### src/rtl/fg_pkg.sv
package fg_pkg;
  // per-region lock: bit 1 cross-region reads open, bit 0 stores open
  typedef struct packed {
    logic rd_open;
    logic wr_open;
  } fg_lock_t;

  typedef enum logic [1:0] {
    RD_IDLE,
    RD_OK,
    RD_HIDDEN,
    RD_DENIED
  } fg_rd_e;
endpackage

### src/rtl/fg_region_decode.sv
module fg_region_decode #(
  parameter int ADDR_W   = 12,
  parameter int BOOT_MIN = 128
) (
  input  logic [ADDR_W-1:0] addr,
  input  logic [1:0]        boot_size,
  output logic              in_boot
);
  localparam int unsigned SPAN = 1 << ADDR_W;

  logic [ADDR_W:0] boot_words;
  logic [ADDR_W:0] boot_base;

  always_comb begin
    boot_words = (ADDR_W+1)'(BOOT_MIN) << (~boot_size);
    boot_base  = (ADDR_W+1)'(SPAN) - boot_words;
    in_boot    = {1'b0, addr} >= boot_base;
  end
endmodule

### src/rtl/fg_busy_timer.sv
module fg_busy_timer #(
  parameter int CYCLES = 8
) (
  input  logic clk,
  input  logic rst,
  input  logic start_i,
  output logic busy_o
);
  localparam int CNT_W = $clog2(CYCLES + 1);

  logic [CNT_W-1:0] cnt_q;
  logic             busy_q;

  always_ff @(posedge clk) begin
    if (rst) begin
      busy_q <= 1'b0;
      cnt_q  <= '0;
    end else if (start_i) begin
      busy_q <= 1'b1;
      cnt_q  <= CNT_W'(CYCLES - 1);
    end else if (busy_q) begin
      if (cnt_q == '0) busy_q <= 1'b0;
      else             cnt_q  <= cnt_q - 1'b1;
    end
  end

  assign busy_o = busy_q;


  grant_no_overlap_chk: assert property (@(posedge clk) disable iff (rst)
    start_i |-> !busy_q);


  busy_from_start_chk: assert property (@(posedge clk) disable iff (rst)
    $rose(busy_q) |-> $past(start_i));
endmodule

### src/rtl/fg_read_gate.sv
module fg_read_gate
  import fg_pkg::*;
#(
  parameter int ADDR_W    = 12,
  parameter int DATA_W    = 16,
  parameter int RWW_LIMIT = 'hC00
) (
  input  logic              clk,
  input  logic              rst,
  input  logic              rd_req_i,
  input  logic [ADDR_W-1:0] rd_addr_i,
  input  logic [DATA_W-1:0] flash_data_i,
  input  logic              stall_i,
  input  logic              rww_hidden_i,
  input  logic              cross_deny_i,
  output logic              rd_valid_o,
  output logic [DATA_W-1:0] rd_data_o,
  output logic              rd_viol_o
);
  fg_rd_e outcome;
  logic   addr_low;

  always_comb begin
    addr_low = rd_addr_i < ADDR_W'(RWW_LIMIT);
    if (!rd_req_i)                    outcome = RD_IDLE;
    else if (stall_i)                 outcome = RD_HIDDEN;
    else if (addr_low && rww_hidden_i) outcome = RD_HIDDEN;
    else if (cross_deny_i)            outcome = RD_DENIED;
    else                              outcome = RD_OK;
  end

  always_ff @(posedge clk) begin
    if (rst) begin
      rd_valid_o <= 1'b0;
      rd_data_o  <= '1;
      rd_viol_o  <= 1'b0;
    end else begin
      rd_valid_o <= (outcome == RD_OK);
      rd_data_o  <= (outcome == RD_OK) ? flash_data_i : '1;
      rd_viol_o  <= (outcome == RD_DENIED);
    end
  end


  no_read_in_stall_chk: assert property (@(posedge clk) disable iff (rst)
    rd_valid_o |-> !$past(stall_i));


  deny_not_valid_chk: assert property (@(posedge clk) disable iff (rst)
    rd_viol_o |-> (!rd_valid_o && rd_data_o == '1));


  invalid_all_ones_chk: assert property (@(posedge clk) disable iff (rst)
    !rd_valid_o |-> (rd_data_o == '1));
endmodule

### src/rtl/flash_spm_guard.sv
module flash_spm_guard
  import fg_pkg::*;
#(
  parameter int ADDR_W      = 12,
  parameter int DATA_W      = 16,
  parameter int BOOT_MIN    = 128,
  parameter int RWW_LIMIT   = 'hC00,
  parameter int BUSY_CYCLES = 8
) (
  input  logic              clk,
  input  logic              rst,
  input  logic [ADDR_W-1:0] pc,
  input  logic [1:0]        boot_size,
  input  logic [1:0]        app_lock,
  input  logic [1:0]        boot_lock,
  input  logic              st_req,
  input  logic [ADDR_W-1:0] st_addr,
  input  logic              reen_req,
  input  logic              rd_req,
  input  logic [ADDR_W-1:0] rd_addr,
  input  logic [DATA_W-1:0] flash_data,
  output logic              st_grant,
  output logic              st_err,
  output logic              busy,
  output logic              cpu_stall,
  output logic              rd_valid,
  output logic [DATA_W-1:0] rd_data,
  output logic              violation
);
  localparam int NPROBE = 3;  // 0: pc, 1: store target, 2: read address

  logic [NPROBE-1:0][ADDR_W-1:0] probe_addr;
  logic [NPROBE-1:0]             probe_boot;

  assign probe_addr[0] = pc;
  assign probe_addr[1] = st_addr;
  assign probe_addr[2] = rd_addr;

  for (genvar i = 0; i < NPROBE; i++) begin : g_probe
    fg_region_decode #(
      .ADDR_W  (ADDR_W),
      .BOOT_MIN(BOOT_MIN)
    ) u_dec (
      .addr     (probe_addr[i]),
      .boot_size(boot_size),
      .in_boot  (probe_boot[i])
    );
  end

  logic     pc_boot;
  fg_lock_t app_l, boot_l, st_lock, rd_lock;
  logic     st_take, st_deny, st_clash, st_low;
  logic     reen_take, cross_deny;
  logic     busy_w;
  logic     tgt_low_q, rww_hidden_q;
  logic     st_grant_q, st_err_q, st_viol_q, rd_viol;

  always_comb begin
    pc_boot    = probe_boot[0];
    app_l      = fg_lock_t'(app_lock);
    boot_l     = fg_lock_t'(boot_lock);
    st_lock    = probe_boot[1] ? boot_l : app_l;
    rd_lock    = probe_boot[2] ? boot_l : app_l;
    st_low     = st_addr < ADDR_W'(RWW_LIMIT);
    st_clash   = st_req && busy_w;
    st_take    = st_req && !busy_w && pc_boot && st_lock.wr_open;
    st_deny    = st_req && !busy_w && pc_boot && !st_lock.wr_open;
    reen_take  = reen_req && pc_boot && !busy_w;
    cross_deny = (probe_boot[2] != pc_boot) && !rd_lock.rd_open;
  end

  fg_busy_timer #(.CYCLES(BUSY_CYCLES)) u_timer (
    .clk    (clk),
    .rst    (rst),
    .start_i(st_take),
    .busy_o (busy_w)
  );

  always_ff @(posedge clk) begin
    if (rst) begin
      tgt_low_q    <= 1'b0;
      rww_hidden_q <= 1'b0;
      st_grant_q   <= 1'b0;
      st_err_q     <= 1'b0;
      st_viol_q    <= 1'b0;
    end else begin
      st_grant_q <= st_take;
      st_err_q   <= st_clash;
      st_viol_q  <= st_deny;
      if (st_take) tgt_low_q <= st_low;
      if (st_take && st_low) rww_hidden_q <= 1'b1;
      else if (reen_take)    rww_hidden_q <= 1'b0;
    end
  end

  fg_read_gate #(
    .ADDR_W   (ADDR_W),
    .DATA_W   (DATA_W),
    .RWW_LIMIT(RWW_LIMIT)
  ) u_read (
    .clk         (clk),
    .rst         (rst),
    .rd_req_i    (rd_req),
    .rd_addr_i   (rd_addr),
    .flash_data_i(flash_data),
    .stall_i     (cpu_stall),
    .rww_hidden_i(rww_hidden_q),
    .cross_deny_i(cross_deny),
    .rd_valid_o  (rd_valid),
    .rd_data_o   (rd_data),
    .rd_viol_o   (rd_viol)
  );

  assign st_grant  = st_grant_q;
  assign st_err    = st_err_q;
  assign busy      = busy_w;
  assign cpu_stall = busy_w && !tgt_low_q;
  assign violation = st_viol_q || rd_viol;


  hidden_during_low_op_chk: assert property (@(posedge clk) disable iff (rst)
    (busy_w && !cpu_stall) |-> rww_hidden_q);


  reen_only_from_boot_chk: assert property (@(posedge clk) disable iff (rst)
    $fell(rww_hidden_q) |-> $past(reen_req && pc_boot && !busy_w));


  grant_from_boot_chk: assert property (@(posedge clk) disable iff (rst)
    st_grant |-> $past(pc_boot && st_req));


  err_needs_busy_chk: assert property (@(posedge clk) disable iff (rst)
    st_err |-> ($past(busy_w) && !st_grant));
endmodule

### config.mk
export PLATFORM = sky130hd
export DESIGN_NAME = flash_spm_guard
export DESIGN_NICKNAME = d
export VERILOG_FILES = /design/src/rtl/fg_pkg.sv /design/src/rtl/fg_region_decode.sv /design/src/rtl/fg_busy_timer.sv /design/src/rtl/fg_read_gate.sv /design/src/rtl/flash_spm_guard.sv
export SDC_FILE = /design/constraint.sdc
export NUM_CORES = 1
export LEC_CHECK = 0
export BUFFER_PORTS_ARGS = -buffer_cell sky130_fd_sc_hd__buf_4
export CAP_MARGIN = 15
export CORE_MARGIN = 4
export CORE_UTILIZATION = 43
export CTS_BUF_LIST = sky130_fd_sc_hd__clkbuf_4
export CTS_CLUSTER_DIAMETER = 150
export CTS_CLUSTER_SIZE = 10
export DETAILED_ROUTE_END_ITERATION = 6
export HOLD_SLACK_MARGIN = 0.08
export PLACE_DENSITY = 0.82
export SLEW_MARGIN = 20
export SYNTH_ARGS = -nofsm -noshare
export SYNTH_HDL_FRONTEND = slang
export SYNTH_SLANG_ARGS = --single-unit
export TNS_END_PERCENT = 50
### constraint.sdc
create_clock -name clk -period 2.7 [get_ports clk]
set_clock_uncertainty 0.2 [all_clocks]
set_input_delay 0.27 -clock clk [delete_from_list [all_inputs] [get_ports clk]]
set_output_delay 0.27 -clock clk [all_outputs]
set_load 0.05 [all_outputs]
==> reports/metrics.csv <==
stage;metric;value;unit
outcome;status;completed;
hold_path;Hold Crit Class;in2reg;
sta;Final Max Slew Viols;0;
power_and_ir_drop;Worst VDD drop;0.000519;V
yosys;Seq/Total Area, Yosys;0.444;
clock_network;Worst-Skew Late Latency;0.33;ns
layout;final core occ;0.749;
flow_run;max cap viols;0;
sta;Setup-failing EPs final;0;
worst_setup_path;crit path launch type;input port;
yosys;synthesized flop and latch total;28;
yosys;post-synthesis cell area;1260;um^2
worst_setup_path;R2R cell count;4;
sta;Period minus WS final;2.56;ns
floorplanning;core area;2780;um^2
yosys;Synthesis Warnings;0;
layout;Net count, final;300;
layout;most frequent cells in the layout;72 x buf_4, 28 x dfxtp_1, 22 x dlygate4sd3_1, 13 x a21oi_1, 11 x nand2_1;
routing;Via density;5.17;
floorplanning;I/O Pins;85;
hold_path;Hold Path Cell Cnt;3;
worst_setup_path;Worst Setup SP;boot_size[0];
worst_setup_path;data arrival time of the worst path;2.65;ns
yosys;Mean Syn Cell Area;9.41;um^2
layout;Layout area overhead;65.2;%
floorplanning;Starting Density;0.453;
floorplanning;Die Span Y;62.2;um
layout;Ant. Diodes;0;
placed_design;Post-DP HPWL;2750;um
floorplanning;Core Rows;19;
routing;DRT iter0 DRCs;25;
yosys;cell count after synthesis;134;
grt;antenna violations before repair;0;
power_and_ir_drop;Leakage;0.000965;uW
grt;largest net degree at the start of global routing;18;
sta;Max Freq;390;MHz
clock_network;TritonCTS Sinks;28;
worst_setup_path;Crit Path Class;in2reg;
sta;Final Hold Vio Count;0;
yosys;Cell variety after synth;41;
clock_network;Max H-tree Level;1;
routing;ANT nets after route;0;
power_and_ir_drop;pwr dens;424;nW/um^2
worst_setup_path;Max FO, Critical Path;5;
sta;setup_tns;0;ns
floorplanning;Die ar.;3860;um^2
floorplanning;die width;62.2;um
worst_setup_path;Req. time, crit path;2.78;ns
placed_design;GPL Wtd Cong;0.796;
yosys;syn_nets;204;
routing;via count;1339;
power_and_ir_drop;Total Power Consumption;884;uW
layout;layout cells sized above 1;0.377;
worst_setup_path;flop-to-flop setup slack;0.45;ns
sta;Slew @ Worst Pin;0.345;ns
routing;Initial DRT Pass Iterations;4;
clock_network;CTS buffer count;3;
routing;DR WL/cell;14.8;um
layout;most common cell after layout, fill and taps aside;buf_4;
routing;DRC;0;
grt;first-pass GRT wire length;6110;um
placed_design;Port Buf Inserts;70;
worst_setup_path;Critical Path Sink;rww_hidden_q;
grt;GRT Total Usage;0.192;
clock_network;root buf cell;clkbuf_4;
clock_network;CTS max path bufs;2;
clock_network;Clock Pin Slew Worst Setup and Hold Paths;0.14;ns
sta;Tcrit/Tclk final;0.949;
worst_setup_path;reg-to-reg endpoint;u_read.rd_data_o[15];
worst_setup_path;RR Startpoint;u_timer.busy_o;
grt;number of global-route vias before repair;1392;
placed_design;cell count after placement;233;
sta;Max-slew headroom;0.769;
routing;Post-Route WL;3840;um
sta;unrepaired setup endpoints after global routing;no;
grt;GR Overflow Total;0;
worst_setup_path;Worst setup EP type;flip-flop;
layout;Non-Filler Instances;259;
clock_network;CTS tree;done;
worst max-delay path, stage by stage:
cell and delay, ns:
buf_4 0.13, nand2b_1 0.14, ha_1 0.38, xnor2_2 0.18
o2111ai_1 0.10, o211ai_1 0.17, nor3b_2 0.20, buf_4 0.16
a211o_1 0.29, nand2_1 0.07, dlygate4sd3_1 0.54
synth_stat cells (all sizes together):
| cell | number | share of area |
|---|---|---|
| nor2b | 5 | 0.025 |
| nand2 | 11 | 0.033 |
| o211ai | 1 | 0.0060 |
| xor2 | 1 | 0.0069 |
| or4b | 1 | 0.0079 |
| dfxtp | 28 | 0.44 |
| a31o | 1 | 0.0069 |
| a21oi | 13 | 0.052 |
| ha | 7 | 0.069 |
| nand4b | 1 | 0.0069 |
| nand2b | 10 | 0.052 |
| a21bo | 1 | 0.0079 |
| inv | 6 | 0.018 |
| buf | 2 | 0.013 |
| clkbuf | 1 | 0.0030 |
| and3 | 1 | 0.0050 |
| nor3b | 1 | 0.0060 |
| or3 | 1 | 0.0060 |
| a31oi | 1 | 0.0050 |
| nand3 | 2 | 0.0079 |
| o2111ai | 1 | 0.0069 |
| xnor2 | 3 | 0.021 |
| nor4 | 2 | 0.0099 |
| and4b | 1 | 0.0079 |
| or2 | 1 | 0.0050 |
| a32oi | 1 | 0.0069 |
| mux2i | 2 | 0.016 |
| a211o | 2 | 0.015 |
| nor2 | 6 | 0.018 |
| or4 | 1 | 0.0060 |
| and3b | 3 | 0.024 |
| a211oi | 2 | 0.012 |
| nand4 | 1 | 0.0050 |
| or2b | 7 | 0.042 |
| o22ai | 1 | 0.0050 |
| o21ai | 3 | 0.012 |
| nor3 | 2 | 0.0079 |
where the power goes:
part | internal [uW] | leakage, uW | switching [uW]
sequential | 433 | 0.000229 | 8.01
combinational | 134 | 0.000723 | 140
clock | 52.5 | 0.0000138 | 116
total | 620 | 0.000965 | 264
metal layers:
layer | up-vias | track usage | wire length [um]
li1 | 657 | - | -
met1 | 635 | 0.191 | 1420
met2 | 37 | 0.369 | 2140
met3 | 10 | 0.0523 | 169
met4 | 0 | 0.0705 | 108
met5 | - | 0 | 0
registers in the layout, summed over array words and instances, names as in the netlist:
| signal | count |
|---|---|
| u_read.rd_data_o | 16 |
| u_timer.busy_o | 1 |
| u_read.rd_valid_o | 1 |
| rww_hidden_q | 1 |
| u_read.rd_viol_o | 1 |
| u_timer.cnt_q | 4 |
| st_err | 1 |
| tgt_low_q | 1 |
| st_grant | 1 |
| st_viol_q | 1 |
worst min path at each step:
stage                              from                   to
after floorplan           flash_data[0]  u_read.rd_data_o[0]
after global placement    flash_data[5]  u_read.rd_data_o[5]
after detailed placement  flash_data[2]  u_read.rd_data_o[2]
after CTS                  boot_lock[0]            st_viol_q
after global routing        app_lock[0]            st_viol_q
final                      boot_lock[0]            st_viol_q
cells by family after synthesis:
| group | share of synthesized area |
|---|---|
| buffers and inverters | 0.0337 |
| multiplexers | 0.0159 |
| AND/OR/NAND/NOR | 0.274 |
| flip-flops | 0.444 |
| AO/OA/AOI/OAI | 0.135 |
| adder cells (fa/ha/maj) | 0.0694 |
| XOR/XNOR | 0.0278 |
final cells by class:
cell class,count,area [um^2]
repair buffers,94,761
fillers,197,698
multi-input cells,97,678
flip-flops and latches,28,561
well taps,31,38.8
clock buffers,3,22.5
inverters,6,22.5
timing repair:
item                                    4_1_cts  5_1_grt
gates resized for setup                       0        4
buffers inserted                              0        1
endpoints found under the setup margin        0        1
endpoints found under the hold margin        25        0
hold buffers                                 22        0
stage by stage:
stage	hold WS, ns	worst slack (ns)	cell area [um^2]
finish	0.108	0.137	2080
detailed placement	0.255	0.0872	1810
CTS	0.115	0.0754	2060
global placement	0.248	0.184	1810
global route	0.0966	0.0120	2080
floorplan	0.166	0.243	1260
No activity file was read; power rests on OpenSTA's default activity.
